### src/rtl/hfu_pkg.sv
package hfu_pkg;

  typedef enum logic [1:0] {
    SEL_REGFILE    = 2'd0,
    SEL_EXMEM_ALU  = 2'd1,
    SEL_MEMWB_ALU  = 2'd2,
    SEL_MEMWB_LOAD = 2'd3
  } fwd_sel_e;

endpackage

### src/rtl/hfu_operand_sel.sv
module hfu_operand_sel
  import hfu_pkg::*;
#(
  parameter int AW = 5
) (
  input  logic [AW-1:0] src_i,
  input  logic [AW-1:0] near_rd_i,
  input  logic          near_we_i,
  input  logic          near_load_i,
  input  logic [AW-1:0] far_rd_i,
  input  logic          far_we_i,
  input  logic          far_load_i,
  output fwd_sel_e      sel_o
);

  localparam logic [AW-1:0] ZERO_REG = '0;

  logic near_hit;
  logic far_hit;

  always_comb begin
    near_hit = near_we_i && !near_load_i && (near_rd_i != ZERO_REG) && (near_rd_i == src_i);
    far_hit  = far_we_i && (far_rd_i != ZERO_REG) && (far_rd_i == src_i);
  end

  always_comb begin
    if (near_hit) begin
      sel_o = SEL_EXMEM_ALU;
    end else if (far_hit) begin
      sel_o = far_load_i ? SEL_MEMWB_LOAD : SEL_MEMWB_ALU;
    end else begin
      sel_o = SEL_REGFILE;
    end
  end

  always_comb begin
    if (sel_o == SEL_EXMEM_ALU) begin
      AST_NEAR_NOT_LOAD: assert (!near_load_i && near_we_i) else $error("near forward from load");
    end
    if (sel_o != SEL_REGFILE) begin
      AST_NONZERO_SRC: assert (src_i != ZERO_REG) else $error("forward of register 0");
    end
    if (sel_o == SEL_MEMWB_LOAD) begin
      AST_FAR_LOAD_KIND: assert (far_load_i && far_we_i) else $error("load select without load");
    end
  end

endmodule

### src/rtl/hfu_store_sel.sv
module hfu_store_sel
  import hfu_pkg::*;
#(
  parameter int AW = 5
) (
  input  logic          store_i,
  input  logic [AW-1:0] src_i,
  input  logic [AW-1:0] far_rd_i,
  input  logic          far_we_i,
  input  logic          far_load_i,
  output fwd_sel_e      sel_o
);

  localparam logic [AW-1:0] ZERO_REG = '0;

  logic far_hit;

  always_comb begin
    far_hit = store_i && far_we_i && (far_rd_i != ZERO_REG) && (far_rd_i == src_i);
  end

  always_comb begin
    if (far_hit) begin
      sel_o = far_load_i ? SEL_MEMWB_LOAD : SEL_MEMWB_ALU;
    end else begin
      sel_o = SEL_REGFILE;
    end
  end

  always_comb begin
    if (sel_o != SEL_REGFILE) begin
      AST_STORE_SRC_NONZERO: assert (store_i && (src_i != ZERO_REG)) else $error("bad store forward");
    end
    if (sel_o == SEL_EXMEM_ALU) begin
      AST_STORE_NO_NEAR: assert (1'b0) else $error("store select from memory stage");
    end
  end

endmodule

### src/rtl/hfu_load_use.sv
module hfu_load_use #(
  parameter int AW      = 5,
  parameter int NUM_SRC = 2
) (
  input  logic [NUM_SRC-1:0][AW-1:0] id_src_i,
  input  logic [NUM_SRC-1:0]         id_used_i,
  input  logic [AW-1:0]              ex_rd_i,
  input  logic                       ex_we_i,
  input  logic                       ex_load_i,
  output logic                       stall_o
);

  localparam logic [AW-1:0] ZERO_REG = '0;

  logic [NUM_SRC-1:0] src_hit;
  logic               load_live;

  always_comb begin
    load_live = ex_load_i && ex_we_i && (ex_rd_i != ZERO_REG);
    for (int i = 0; i < NUM_SRC; i++) begin
      src_hit[i] = id_used_i[i] && (id_src_i[i] == ex_rd_i);
    end
    stall_o = load_live && (|src_hit);
  end

  always_comb begin
    if (stall_o) begin
      AST_STALL_ON_LOAD: assert (ex_load_i && (ex_rd_i != ZERO_REG)) else $error("stall without load");
      AST_STALL_USED_SRC: assert (|id_used_i) else $error("stall with no used operand");
    end
  end

endmodule

### src/rtl/hfu_top.sv
module hfu_top
  import hfu_pkg::*;
#(
  parameter int AW = 5
) (
  input  logic [AW-1:0] id_rs_i,
  input  logic [AW-1:0] id_rt_i,
  input  logic          id_rs_used_i,
  input  logic          id_rt_used_i,
  input  logic [AW-1:0] ex_rs_i,
  input  logic [AW-1:0] ex_rt_i,
  input  logic [AW-1:0] ex_rd_i,
  input  logic          ex_we_i,
  input  logic          ex_load_i,
  input  logic          ex_branch_i,
  input  logic [AW-1:0] mem_rd_i,
  input  logic          mem_we_i,
  input  logic          mem_load_i,
  input  logic          mem_store_i,
  input  logic [AW-1:0] mem_st_src_i,
  input  logic [AW-1:0] wb_rd_i,
  input  logic          wb_we_i,
  input  logic          wb_load_i,
  output logic [1:0]    fwd_a_o,
  output logic [1:0]    fwd_b_o,
  output logic [1:0]    fwd_zero_o,
  output logic [1:0]    fwd_store_o,
  output logic          hold_o,
  output logic          bubble_o
);

  localparam int NUM_OPS = 2;

  logic [NUM_OPS-1:0][AW-1:0] ex_src;
  logic [NUM_OPS-1:0][AW-1:0] id_src;
  logic [NUM_OPS-1:0]         id_used;
  fwd_sel_e                   op_sel [NUM_OPS];
  fwd_sel_e                   st_sel;
  fwd_sel_e                   zero_sel;
  logic                       stall;

  always_comb begin
    ex_src[0]  = ex_rs_i;
    ex_src[1]  = ex_rt_i;
    id_src[0]  = id_rs_i;
    id_src[1]  = id_rt_i;
    id_used[0] = id_rs_used_i;
    id_used[1] = id_rt_used_i;
  end

  generate
    for (genvar g = 0; g < NUM_OPS; g++) begin : g_op
      hfu_operand_sel #(.AW(AW)) i_sel (
        .src_i       (ex_src[g]),
        .near_rd_i   (mem_rd_i),
        .near_we_i   (mem_we_i),
        .near_load_i (mem_load_i),
        .far_rd_i    (wb_rd_i),
        .far_we_i    (wb_we_i),
        .far_load_i  (wb_load_i),
        .sel_o       (op_sel[g])
      );
    end
  endgenerate

  hfu_store_sel #(.AW(AW)) i_store (
    .store_i    (mem_store_i),
    .src_i      (mem_st_src_i),
    .far_rd_i   (wb_rd_i),
    .far_we_i   (wb_we_i),
    .far_load_i (wb_load_i),
    .sel_o      (st_sel)
  );

  hfu_load_use #(.AW(AW), .NUM_SRC(NUM_OPS)) i_load_use (
    .id_src_i  (id_src),
    .id_used_i (id_used),
    .ex_rd_i   (ex_rd_i),
    .ex_we_i   (ex_we_i),
    .ex_load_i (ex_load_i),
    .stall_o   (stall)
  );

  always_comb begin
    zero_sel    = ex_branch_i ? op_sel[0] : SEL_REGFILE;
    fwd_a_o     = op_sel[0];
    fwd_b_o     = op_sel[1];
    fwd_zero_o  = zero_sel;
    fwd_store_o = st_sel;
    hold_o      = stall;
    bubble_o    = stall;
  end

  always_comb begin
    AST_HOLD_BUBBLE_PAIR: assert (hold_o == bubble_o) else $error("hold and bubble differ");
    if (!ex_branch_i) begin
      AST_ZERO_IDLE: assert (fwd_zero_o == 2'd0) else $error("zero select without branch");
    end
    if (!mem_store_i) begin
      AST_STORE_IDLE: assert (fwd_store_o == 2'd0) else $error("store select without store");
    end
    if (mem_we_i && !mem_load_i && (mem_rd_i != '0) && (mem_rd_i == ex_rs_i)) begin
      AST_NEAR_PRIORITY: assert (fwd_a_o == 2'd1) else $error("memory stage lost priority");
    end
  end

endmodule

### config.mk
export PLATFORM = sky130hd
export DESIGN_NAME = hfu_top
export DESIGN_NICKNAME = d
export VERILOG_FILES = /design/src/rtl/hfu_pkg.sv /design/src/rtl/hfu_operand_sel.sv /design/src/rtl/hfu_store_sel.sv /design/src/rtl/hfu_load_use.sv /design/src/rtl/hfu_top.sv
export SDC_FILE = /design/constraint.sdc
export NUM_CORES = 1
export LEC_CHECK = 0
export CORE_MARGIN = 2
export CORE_UTILIZATION = 29
export DETAILED_ROUTE_END_ITERATION = 6
export PLACE_DENSITY = 0.85
export SLEW_MARGIN = 20
export SYNTH_ARGS = -nofsm -noshare
export SYNTH_HDL_FRONTEND = slang
export SYNTH_SLANG_ARGS = --single-unit
### constraint.sdc
create_clock -name vclk -period 1.95
set_input_delay 0.2925 -clock vclk [all_inputs]
set_output_delay 0.2925 -clock vclk [all_outputs]
set_load 0.1 [all_outputs]
# Word-level counts from Yosys, hierarchy flattened
# Index checks and enable logic that the tools add are counted.
dict set report word_totals {
  in_bits 50
  ff_bits 0
  wordCells 34
}
dict set report classes {
  n_mux 7
  eq_ne 7
  reduce_logical 20
}
# cell n
set op_table {}
lappend op_table {{5-bit == test} 7}
lappend op_table {{1-bit logical AND} 15}
lappend op_table {{5-bit nonzero test} 3}
lappend op_table {{2-bit 2-to-1 mux} 6}
lappend op_table {{2-bit OR reduction} 1}
lappend op_table {{1-bit logical NOT} 1}
lappend op_table {{1-bit 2-to-1 mux} 1}

# Longest topological paths before layout
dict set report depth {
  depth_word 6
  depth_mapped 5
}

# Cells and area by module
# From an unflattened synthesis, not the netlist that was laid out.
dict set report hier_totals {
  hier_cells 77
  area_unflattened_um2 591.8
}
# mod cells_per_inst area_each_um2 n_inst
set by_module_without_submodules {}
lappend by_module_without_submodules {hfu_operand_sel 22 165.2 2}
lappend by_module_without_submodules {hfu_load_use 17 135.1 1}
lappend by_module_without_submodules {hfu_store_sel 13 106.4 1}
lappend by_module_without_submodules {hfu_top 3 20.0 1}

# Least setup slack after synthesis
# OpenSTA, ideal clock, no wires.
dict set report synth_timing {
  kind {input port to output port}
  start {input port mem_rd_i[0]}
  end {output port fwd_zero_o[1]}
  arrival_ns 3.282
  path_slack_ns -1.624
  required_ns 1.657
  stages 4
  cell_sequence {or4_1 o21ai_1 nor4_1 nor3b_1}
}
dict set report synth_between {
  elab_chain_len 5
  word_cells_on_any_way 6
  cone_classes {eq/ne: 1; mux: 2; reduce/logical: 3}
}
# element line_no
set synth_lines {}
lappend synth_lines {{from (decl)} hfu_top.sv:16} ;# input logic [AW-1:0] mem_rd_i,
lappend synth_lines {{5-bit nonzero test} hfu_operand_sel.sv:22} ;# near_hit = near_we_i && !near_load_i && (near_rd_i != ZERO_REG) && (near_rd_i == src_i);
lappend synth_lines {{1-bit logical AND} hfu_operand_sel.sv:22}
lappend synth_lines {{1-bit logical AND *} hfu_operand_sel.sv:22}
lappend synth_lines {{2-bit 2-to-1 mux *} hfu_operand_sel.sv:27} ;# if (near_hit) begin
lappend synth_lines {{2-bit 2-to-1 mux *} hfu_top.sv:85} ;# zero_sel = ex_branch_i ? op_sel[0] : SEL_REGFILE;
lappend synth_lines {{to (decl)} hfu_top.sv:26} ;# output logic [1:0] fwd_zero_o,
# Every way passes the cells marked *; elsewhere a longest branch is shown, timed or not.

# Worst setup path in the final report
dict set report layout_timing {
  start {input port mem_rd_i[3]}
  end {output port fwd_b_o[1]}
}
dict set report layout_between {
  elab_chain_len 4
  word_cells_on_any_way 5
  cone_classes {eq/ne: 1; mux: 1; reduce/logical: 3}
}
# element line_no
set layout_lines {}
lappend layout_lines {{5-bit nonzero test} hfu_operand_sel.sv:22}
lappend layout_lines {{1-bit logical AND} hfu_operand_sel.sv:22}
lappend layout_lines {{1-bit logical AND *} hfu_operand_sel.sv:22}
lappend layout_lines {{2-bit 2-to-1 mux *} hfu_operand_sel.sv:27}
lappend layout_lines {{to (decl)} hfu_top.sv:25} ;# output logic [1:0] fwd_b_o,
# Marks and branches as above.

==> results.cfg <==
[sta]
worstMarginPinSlew_ns = 0.3745
whs_ns = 1.291
finalSetupViolCount = 4
maxSlewHeadroom = 0.7485
fmax_mhz = 495.5
fin_ws_ns = -0.06821
min_period_ns = 2.018
fin_crit_sh = 1.035
hold_viol_final = 0
finalMaxSlewViolations = 0
rsz0062_at_grt = yes

[synthesis]
synth_top_area_frac = 0.3517
synth_seq_area_share = 0
synth.area.top_cells = xor2_1, xnor2_1, nor4_1
syn_nets = 117
avgSynthCellArea_um2 = 7.806
yosys_warnings = 0
syn_area_um2 = 523.0
synthCells = 67
synth.largest_area_cell = xor2_1
synth_cell_types = 21

[grt]
grt_usage = 0.2032
grt_pass1_vias = 836
grt_pass1_wl_um = 3243
grt_overflow_total = 0
grt_max_degree = 5
antenna_found_initial = 0

[layout]
seqCellArea_um2 = 0
finalNetCount = 193
fill_cells = 92
area_delta_synth_final_pct = 178.9
nClkBuffers = 0
final_common_cell = xor2_1
diodes = 0
final_cell_mix = xor2_1, dlygate4sd2_1, buf_4
drive_gt1_frac = 0.3830
numSequentialCells = 0
multi_input_area_um2 = 639.4

[routing]
drt_iter0_markers = 7
wl_per_cell_um = 13.95
firstDrtPassIters = 4
via_per_inst = 4.855
drt-total-wl_um = 2315
drc = 0
route.vias.total = 806
ant_nets = 0

[placed_design]
pre_cts_ws_ns = -0.4817
place_congestion = 0.8011
hpwlAfterDp_um = 1999
port_buffers = 60

[worst_setup_path]
critical_path_class = in2out
start_kind = primary input
crit_arrival_ns = 1.73
crit_fanout = 2
worstPathRequired_ns = 1.66
endpoint_kind = output pin

[power]
power_density_nw_per_um2 = 186.8
ir_drop_mv = 0.1395
p_leak_uw = 0.0006152

[cts]
postCtsHoldBufs = 0

[outcome]
violations = negative setup slack
status = finished, violations left

[die]
dieArea_um2 = 2159
die_w_um = 46.47
core_um2 = 1708
floorplan.initialDensity = 0.3062
placementRows = 15
io_pins = 60
die_y_um = 46.47

[job]
maxCapViolCount = 0

[min_path]
hold_path_class = in2out
cells in the mapped netlist:
cell type / number
nor2_1: 1
o21ai_1: 1
nor2b_1: 1
or4_1: 3
xor2_1: 21
and4_4: 1
o211ai_1: 1
nor3b_1: 1
nor2_2: 1
nor4_1: 5
and2_1: 1
xnor2_1: 14
o21a_1: 2
buf_4: 2
a41o_1: 1
nor3_1: 1
or2_1: 1
nand3_1: 5
and4b_1: 1
and4_1: 2
a21oi_1: 1
stage by stage:
stage	utilization	instances	setup TNS, ns	power, uW	area [um2]
global route	0.8542	166	-0.3802	288.5	1459
finish	0.8542	166	-0.1577	272.6	1459
CTS	0.8212	165	-0.3182	258.9	1403
detailed placement	0.8169	165	-3.404	266.9	1395
floorplan	-	67	-0.5499	95.90	578.1
global placement	0.8169	165	-3.163	258.2	1395
final cells by class:
| class | instances | share of cell area |
|---|---|---|
| timing repair buffer | 76 | 0.5403 |
| multi-input combinational | 65 | 0.4383 |
| tap | 25 | 0.02144 |
kinds of logic (layout without fill, tap and decap cells):
| group | after synthesis | after routing | synth area share |
|---|---|---|---|
| xor+xnor | 35 | 35 | 0.5861 |
| simple gates | 24 | 24 | 0.3038 |
| compound gates | 6 | 6 | 0.08132 |
| buf+inv | 2 | 76 | 0.02870 |
layer usage:
layer	routed length (um)	part of all wire	track usage	vias up
li1	-	-	-	389
met1	813	0.35	0.2115	357
met2	1175	0.51	0.4194	56
met3	294	0.13	0.03529	4
met4	31	0.013	0.02286	0
met5	0	0	0	-
repair_timing:
item	4_1_cts	5_1_grt
endpoints found under the setup margin	10	10
pin swaps	24	14
gates resized for setup	67	13
setup buffers	0	1
worst max-delay path, cell delays in order:
cell and delay, ns:
buf_6 0.10, or4_4 0.53, o21ai_4 0.21, nor4_4 0.06, and4b_4 0.36, buf_12 0.18
power breakdown:
group          switching [uW]  internal, uW  total, uW
clock                       0             0          0
combinational             123           149        273
sequential                  0             0          0
total                     123           149        273
final timing paths:
path | start | end | cells past startpoint
max | mem_rd_i[3] | fwd_b_o[1] | 6
min | wb_rd_i[3] | fwd_b_o[1] | 5
Note: power is estimated with default switching activity, not from simulation.
